<file path="src/rtl/deser_pkg.sv">
package deser_pkg;
    localparam int LANES      = 3;
    localparam int SLOTS      = 7;
    localparam int WORD_W     = LANES * SLOTS;
    localparam int SLOT_W     = $clog2(SLOTS);
    localparam int HIGH_SLOTS = 4;

    typedef logic [SLOT_W-1:0] slot_t;

    typedef enum logic [1:0] {
        FS_RUN,
        FS_HOLD,
        FS_ONES
    } fs_mode_e;

    typedef struct packed {
        slot_t slot;
        logic  commit;
        logic  frame_end;
    } frame_pos_t;

    function automatic logic clk_high_slot(slot_t s);
        return s < slot_t'(HIGH_SLOTS);
    endfunction
endpackage

</file>
<file path="src/rtl/deser_framer.sv">
module deser_framer
    import deser_pkg::*;
#(
    parameter int LOSS_BITS = 16
) (
    input  logic       clk,
    input  logic       rst,
    input  logic       clear,
    input  logic       fclk_in,
    output frame_pos_t pos,
    output logic       clk_lost
);
    localparam int QW = $clog2(LOSS_BITS + 1);

    logic          fclk_prev;
    slot_t         slot_q;
    slot_t         slot_now;
    logic          framed_q;
    logic          rise;
    logic [QW-1:0] quiet_q;

    assign rise     = fclk_in & ~fclk_prev;
    assign slot_now = rise ? slot_t'(0)
                    : (slot_q == slot_t'(SLOTS-1)) ? slot_t'(0) : slot_q + slot_t'(1);

    assign pos.slot      = slot_now;
    assign pos.frame_end = (slot_now == slot_t'(SLOTS-1));
    assign pos.commit    = pos.frame_end & (rise | framed_q);
    assign clk_lost      = (quiet_q >= QW'(LOSS_BITS));

    always_ff @(posedge clk) begin
        if (clear) begin
            fclk_prev <= 1'b0;
            slot_q    <= slot_t'(SLOTS-1);
            framed_q  <= 1'b0;
            quiet_q   <= '0;
        end else begin
            fclk_prev <= fclk_in;
            slot_q    <= slot_now;
            if (rise)
                framed_q <= 1'b1;
            else if (pos.commit)
                framed_q <= 1'b0;
            if (fclk_in != fclk_prev)
                quiet_q <= '0;
            else if (quiet_q != QW'(LOSS_BITS))
                quiet_q <= quiet_q + QW'(1);
        end
    end

    // any transition on the forwarded clock clears the loss flag
    a_r4_toggle_clears_loss: assert property (@(posedge clk) disable iff (rst)
        (fclk_in != fclk_prev) |=> !clk_lost);
endmodule

</file>
<file path="src/rtl/deser_lanes.sv">
module deser_lanes
    import deser_pkg::*;
(
    input  logic              clk,
    input  logic              clear,
    input  logic [LANES-1:0]  lane_in,
    input  slot_t             slot,
    output logic [WORD_W-1:0] word,
    output logic              any_toggle
);
    logic [LANES-1:0] prev_q;

    assign any_toggle = |(lane_in ^ prev_q);

    always_ff @(posedge clk) begin
        if (clear)
            prev_q <= '0;
        else
            prev_q <= lane_in;
    end

    for (genvar k = 0; k < LANES; k++) begin : g_lane
        logic [SLOTS-2:0] cap_q;

        always_ff @(posedge clk) begin
            if (clear) begin
                cap_q <= '0;
            end else begin
                for (int s = 0; s < SLOTS-1; s++) begin
                    if (slot == slot_t'(s))
                        cap_q[s] <= lane_in[k];
                end
            end
        end

        for (genvar s = 0; s < SLOTS; s++) begin : g_bit
            if (s == SLOTS-1) begin : g_live
                assign word[k*SLOTS+s] = lane_in[k];
            end else begin : g_held
                assign word[k*SLOTS+s] = cap_q[s];
            end
        end
    end
endmodule

</file>
<file path="src/rtl/deser_idle_mon.sv">
module deser_idle_mon #(
    parameter int IDLE_FRAMES = 4
) (
    input  logic clk,
    input  logic rst,
    input  logic clear,
    input  logic any_toggle,
    input  logic frame_end,
    output logic data_idle
);
    localparam int IW = $clog2(IDLE_FRAMES + 1);

    logic [IW-1:0] cnt_q;

    assign data_idle = (cnt_q == IW'(IDLE_FRAMES));

    always_ff @(posedge clk) begin
        if (clear)
            cnt_q <= '0;
        else if (any_toggle)
            cnt_q <= '0;
        else if (frame_end && !data_idle)
            cnt_q <= cnt_q + IW'(1);
    end

    // lane activity always withdraws the idle declaration
    a_r6_toggle_clears_idle: assert property (@(posedge clk) disable iff (rst)
        any_toggle |=> !data_idle);
endmodule

</file>
<file path="src/rtl/deser_outstage.sv">
module deser_outstage
    import deser_pkg::*;
(
    input  logic              clk,
    input  logic              rst,
    input  logic              clear,
    input  logic              pwr_dn_n,
    input  frame_pos_t        pos,
    input  logic [WORD_W-1:0] word,
    input  logic              clk_lost,
    input  logic              data_idle,
    output logic [WORD_W-1:0] par_data,
    output logic              par_clk
);
    fs_mode_e mode_q;
    fs_mode_e mode_nx;

    always_comb begin
        mode_nx = mode_q;
        unique case (mode_q)
            FS_RUN: begin
                if (clk_lost)
                    mode_nx = FS_HOLD;
                else if (data_idle)
                    mode_nx = FS_ONES;
            end
            FS_HOLD, FS_ONES: begin
                if (!clk_lost && !data_idle)
                    mode_nx = FS_RUN;
            end
            default: mode_nx = FS_RUN;
        endcase
    end

    always_ff @(posedge clk) begin
        if (clear) begin
            mode_q   <= FS_RUN;
            par_data <= '0;
            par_clk  <= 1'b1;
        end else begin
            mode_q  <= mode_nx;
            par_clk <= clk_lost | clk_high_slot(pos.slot);
            unique case (mode_q)
                FS_ONES: par_data <= '1;
                FS_HOLD: par_data <= par_data;
                default: if (pos.commit) par_data <= word;
            endcase
        end
    end

    // power-down forces the fixed output levels
    a_r9_pd_levels: assert property (@(posedge clk) disable iff (rst)
        !pwr_dn_n |=> (par_clk && par_data == '0));
    // a lost forwarded clock parks the parallel clock high
    a_r4_lost_clk_high: assert property (@(posedge clk) disable iff (rst)
        (clk_lost && pwr_dn_n) |=> par_clk);
    // clock-first failsafe keeps the word frozen
    a_r5_hold_frozen: assert property (@(posedge clk) disable iff (rst)
        (mode_q == FS_HOLD && pwr_dn_n) |=> $stable(par_data));
    // data-first failsafe drives all ones
    a_r6_ones_level: assert property (@(posedge clk) disable iff (rst)
        (mode_q == FS_ONES && pwr_dn_n) |=> (&par_data));
endmodule

</file>
<file path="src/rtl/tri_lane_deser.sv">
module tri_lane_deser
    import deser_pkg::*;
#(
    parameter int LOSS_BITS   = 16,
    parameter int IDLE_FRAMES = 4
) (
    input  logic                      clk,
    input  logic                      rst,
    input  logic                      pwr_dn_n,
    input  logic                      fclk_in,
    input  logic [2:0]                lane_in,
    output logic [20:0]               par_data,
    output logic                      par_clk
);
    logic              clear;
    frame_pos_t        pos;
    logic              clk_lost;
    logic              data_idle;
    logic              any_toggle;
    logic [WORD_W-1:0] word;

    assign clear = rst | ~pwr_dn_n;

    deser_framer #(.LOSS_BITS(LOSS_BITS)) u_framer (
        .clk      (clk),
        .rst      (rst),
        .clear    (clear),
        .fclk_in  (fclk_in),
        .pos      (pos),
        .clk_lost (clk_lost)
    );

    deser_lanes u_lanes (
        .clk        (clk),
        .clear      (clear),
        .lane_in    (lane_in),
        .slot       (pos.slot),
        .word       (word),
        .any_toggle (any_toggle)
    );

    deser_idle_mon #(.IDLE_FRAMES(IDLE_FRAMES)) u_idle (
        .clk        (clk),
        .rst        (rst),
        .clear      (clear),
        .any_toggle (any_toggle),
        .frame_end  (pos.frame_end),
        .data_idle  (data_idle)
    );

    deser_outstage u_out (
        .clk       (clk),
        .rst       (rst),
        .clear     (clear),
        .pwr_dn_n  (pwr_dn_n),
        .pos       (pos),
        .word      (word),
        .clk_lost  (clk_lost),
        .data_idle (data_idle),
        .par_data  (par_data),
        .par_clk   (par_clk)
    );
endmodule

</file>
<file path="config.mk">
export PLATFORM = sky130hd
export DESIGN_NAME = tri_lane_deser
export DESIGN_NICKNAME = d
export VERILOG_FILES = /design/src/rtl/deser_pkg.sv /design/src/rtl/deser_framer.sv /design/src/rtl/deser_lanes.sv /design/src/rtl/deser_idle_mon.sv /design/src/rtl/deser_outstage.sv /design/src/rtl/tri_lane_deser.sv
export SDC_FILE = /design/constraint.sdc
export NUM_CORES = 1
export LEC_CHECK = 0
export BUFFER_PORTS_ARGS = -buffer_cell sky130_fd_sc_hd__buf_4
export CORE_MARGIN = 5
export CORE_UTILIZATION = 35
export CTS_CLUSTER_DIAMETER = 40
export CTS_CLUSTER_SIZE = 25
export DETAILED_ROUTE_END_ITERATION = 12
export PLACE_DENSITY = 0.59
export SYNTH_ARGS = -nofsm -noshare
export SYNTH_HDL_FRONTEND = slang
export SYNTH_HIERARCHICAL = 1
export SYNTH_SLANG_ARGS = --single-unit
</file>
<file path="constraint.sdc">
create_clock -name clk -period 2.1 [get_ports clk]
set_clock_uncertainty 0.1 [all_clocks]
set_input_delay 0.42 -clock clk [delete_from_list [all_inputs] [get_ports clk]]
set_output_delay 0.42 -clock clk [all_outputs]
set_load 0.02 [all_outputs]
</file>
## After elaboration in Yosys (flattened, before gate mapping)

Cells that the tools add are included.

- Bits in registers: 58
- Latch bits: 0
- Memory bits (writable): 0
- ROM bits: 0
- Bits of input ports: 7
- Output and inout bits: 22
- Word-level logic and storage cells: 78
- Memories: 0

- Add/subtract/negate cells: 3
- Multiply operators: 0
- Divide/modulo/power cells: 0
- Magnitude comparators: 2
- Equal/unequal tests: 14
- Shift operators: 0
- Muxes and demuxes: 10
- Bitwise gates (word level): 9
- Reductions and logical operators: 13

Operator list:

| cell | count |
|---|---|
| 21-bit one-hot mux with 2 select lines | 1 |
| 21-bit two-way mux | 1 |
| 3-bit == test, second input constant | 5 |
| 3-bit by 1-bit adder with 3-bit output, second input constant | 2 |
| 3-bit by 2-bit == test with 1-bit output, second input constant | 2 |
| 2-bit two-way mux | 3 |
| 3-bit two-way mux | 2 |
| 5-bit by 1-bit adder with 5-bit output, second input constant | 1 |
| 5-bit greater-or-equal comparator, second input constant | 1 |
| 5-bit inequality test, second input constant | 1 |
| 2-bit one-hot mux with 2 select lines | 1 |
| 2-bit AND reduction | 2 |
| 2-bit nonzero test | 2 |
| 2-bit OR reduction | 2 |
| 4-bit OR reduction | 1 |
| 3-bit by 1-bit == test with 1-bit output, second input constant | 1 |
| 3-bit zero test | 1 |
| 3-bit < comparator, second input constant | 1 |
| 3-bit by 1-bit inequality test with 1-bit output, second input constant | 1 |
| 1-bit inverter | 3 |
| 1-bit OR | 3 |
| 3-bit bitwise XOR | 1 |
| 1-bit AND | 2 |
| 2-bit by 1-bit == test with 1-bit output, second input constant | 1 |
| other kinds (7) | 10 |

## Longest topological paths before layout

- Word-level depth: 7
- Mapped depth: 7
- Gate-level depth less buffers: 6

## Hierarchy

Netlist, hierarchy kept.

By module, submodules not included:

| module | instances | cells an instance | area an instance (µm²) | seq. area each (µm²) |
|---|---|---|---|---|
| deser_outstage | 1 | 109 | 1,141.1 | 480.5 |
| deser_lanes | 1 | 82 | 870.8 | 420.4 |
| deser_framer | 1 | 52 | 511.7 | 200.2 |
| deser_idle_mon | 1 | 18 | 187.7 | 60.1 |
| tri_lane_deser | 1 | 1 | 6.3 | 0.0 |

## Worst setup path before layout

OpenSTA, ideal clock, no wires.

- Path type: in2reg
- Start point: in fclk_in
- End point: reg u_lanes.g_lane[2].cap_q[2]
- Library setup time: 0.126 ns
- Arrival: 1.975 ns
- Data required time: 1.874 ns
- Slack: -0.100 ns
- Cell stages on the path: 6
- Path buffers: 1
- Cells stage by stage: ha_1 > or4b_1 > o21ai_0 > or3b_1 > buf_2 > mux2i_1

RTL lines:

| what | line | RTL |
|---|---|---|
| start, declared | tri_lane_deser.sv:10 | `input logic fclk_in,` |
| end signal, assigned by index | deser_lanes.sv:31 | `cap_q[s] <= lane_in[k];` |
| end, declared | deser_lanes.sv:23 | `logic [SLOTS-2:0] cap_q;` |

==> flow_summary.json <==
{
  "fmax_mhz": 515.5,
  "cts_tree": "yes",
  "grt_pass1_vias": 1847,
  "grt_pass1_wl_um": 8597,
  "vias": 1841,
  "cts_hold_buf": 0,
  "track_usage_pct": 10.94,
  "ant_nets": 0,
  "synth_fp_nets": 277,
  "wl_per_cell_um": 12.19,
  "grt_overflow": 0,
  "routed_wl_um": 4899,
  "post_cts_resized": 0,
  "end_kind": "flop",
  "outcome": "finished clean",
  "ir_worst_vdd_uv": 409.6,
  "nFillCells": 757,
  "hp-class": "in2reg",
  "rsz0062_at_grt": "false",
  "seq_area_frac_synth_pct": 42.73,
  "required_ps": 2200,
  "final_core_util_pct": 43.39,
  "slew_violations": 0,
  "die-area_um2": 9627,
  "drtIter0Drc": 31,
  "syn_to_final_growth_pct": 22.10,
  "seq_area_um2": 1161,
  "layout_commonest_cell": "dfxtp_1",
  "drc": 0,
  "power_density_nw_per_um2": 753.5,
  "ys_ff_latch": 58,
  "multi_input_area_um2": 1272,
  "p_total_w": 0.002500,
  "vias_per_cell": 4.580,
  "gp_congestion": 0.7492,
  "rows": 32,
  "cts_sinks": 58,
  "ctsHtreeMaxLevel": 3,
  "place_ws_ps": -66.76,
  "worstPathArrival_ps": 2040,
  "path_class": "reg2reg",
  "clock_path_buffers": 2,
  "insertedDiodeCount": 0,
  "initial_core_util_pct": 35.54,
  "syn-cell-area_um2": 2718,
  "nets": 310,
  "first_pass_iters": 4,
  "cts_made_buffers": 9,
  "synth_cells": 262,
  "clock_latency_ps": 330,
  "worstSetupStartpointType": "flop",
  "avgSynthCellArea_um2": 10.37,
  "antenna_found_initial": 0,
  "worst_slack_ps": 160.0,
  "maxSlewHeadroom_pct": 79.99,
  "die_h_um": 98.12,
  "tightest_slew_ps": 300.2,
  "fp.coreArea_um2": 7647,
  "fin_crit_sh_pct": 92.38,
  "hold_viol": 0,
  "p_leak_nw": 1.280,
  "final_cell_mix": "58 x dfxtp_1, 53 x inv_1, 37 x buf_4",
  "yosys_warnings": 6,
  "num_io_pins": 29,
  "synth_cell_types": 41,
  "maxCapViolations": 0,
  "die_x_um": 98.12,
  "setup_viol": 0,
  "root_buffer": "clkbuf_8",
  "dp_hpwl_um": 3390,
  "grt_max_degree": 22,
  "cts.clk_slew.worst_paths_ps": 60,
  "cts_setup_buffers": 0,
  "cp_max_fo": 7,
  "period_needed_ps": 1940,
  "drive_above_1_share_pct": 28.33,
  "port_buffers": 28
}
cell families after synthesis:
family | synth area share [%]
buf+inv | 11.14
simple gates | 17.40
flops | 42.73
compound gates | 15.19
mux | 8.563
fa+ha+maj | 3.683
xor+xnor | 1.289
power breakdown:
group          switching, W  total, W  internal (W)
sequential        0.0000106   0.00113       0.00111
combinational     0.0000678  0.000128     0.0000604
clock              0.000459   0.00125      0.000788
sequential cells by signal (all words and copies together), names as in the netlist:
| name | flops |
|---|---|
| u_framer/fclk_prev | 1 |
| u_out/mode_q | 2 |
| u_framer/framed_q | 1 |
| u_idle/cnt_q | 3 |
| u_out/par_data | 21 |
| u_framer/quiet_q | 5 |
| u_out/par_clk | 1 |
| u_lanes/prev_q | 3 |
| u_lanes/g_lane.cap_q | 18 |
| u_framer/slot_q | 3 |
worst max-delay path: stages, from the launching register on:
cell	delay, ps
dfxtp_1	310
inv_1	40
ha_2	160
buf_4	150
and4bb_1	270
a21o_1	180
or3b_1	460
mux2i_1	150
final cells by class:
| cell class | count | share of cell area [%] |
|---|---|---|
| clock inverters | 7 | 3.507 |
| flip-flops and latches | 58 | 34.99 |
| multi-input cells | 134 | 38.35 |
| well taps | 102 | 3.846 |
| repair buffers | 39 | 9.578 |
| inverters | 53 | 5.995 |
| clock buffers | 9 | 3.733 |
through the flow:
step | hold WS (ps) | cells | instance area [um2] | TNS [ps]
final | 221.1 | 402 | 3318 | 0
after detailed placement | 354.6 | 386 | 3078 | -847.0
after global placement | 352.2 | 386 | 3078 | -309.7
after global routing | 211.5 | 402 | 3318 | 0
after CTS | 200.8 | 402 | 3318 | 0
after floorplan | 347.3 | 262 | 2728 | 0
per-layer routing:
layer | GRT usage, % | share of wire (%) | vias to the layer above
met1 | 14.68 | 53 | 854
li1 | - | - | 950
met4 | 5.751 | 2.4 | 0
met3 | 2.857 | 3.5 | 10
met2 | 16.07 | 41 | 27
met5 | 0 | 0 | -
final timing paths:
kind / from / endpoint / slack, ps / depth (start not counted)
worst max-delay path: u_framer/fclk_prev / u_lanes/g_lane[0].cap_q[4] / 160 / 7
worst min-delay path: fclk_in / u_framer/fclk_prev / 220 / 2
worst max register to register: u_framer/fclk_prev / u_lanes/g_lane[0].cap_q[4] / 160 / 7
worst min register to register: u_out/par_data[15] / u_out/par_data[15] / 360 / 2
synth_stat cells (all sizes together):
library cell	n	area share, %
or3b	6	1.9
o21ai	1	0.18
a21oi	2	0.37
a211o	1	0.32
a211oi	1	0.28
dfxtp	58	43
nor3b	4	1.3
buf	12	3.1
or3	1	0.23
a31oi	2	0.46
xnor2	4	1.3
or4b	1	0.37
nor2	3	0.41
and4b	1	0.37
nand4bb	1	0.41
and4	1	0.32
mux2i	21	7.7
and2	3	0.69
a21o	1	0.28
nor2b	1	0.23
nor4	2	0.69
and4bb	3	1.5
nand3b	9	2.5
a221oi	21	11
nand3	2	0.37
o21bai	1	0.69
o211ai	3	0.83
a21boi	1	0.41
ha	8	3.7
clkbuf	5	0.69
nor3	3	0.55
nand2b	24	5.5
inv	53	7.3
mux2	2	0.83
(Power assumes the default switching activity.)
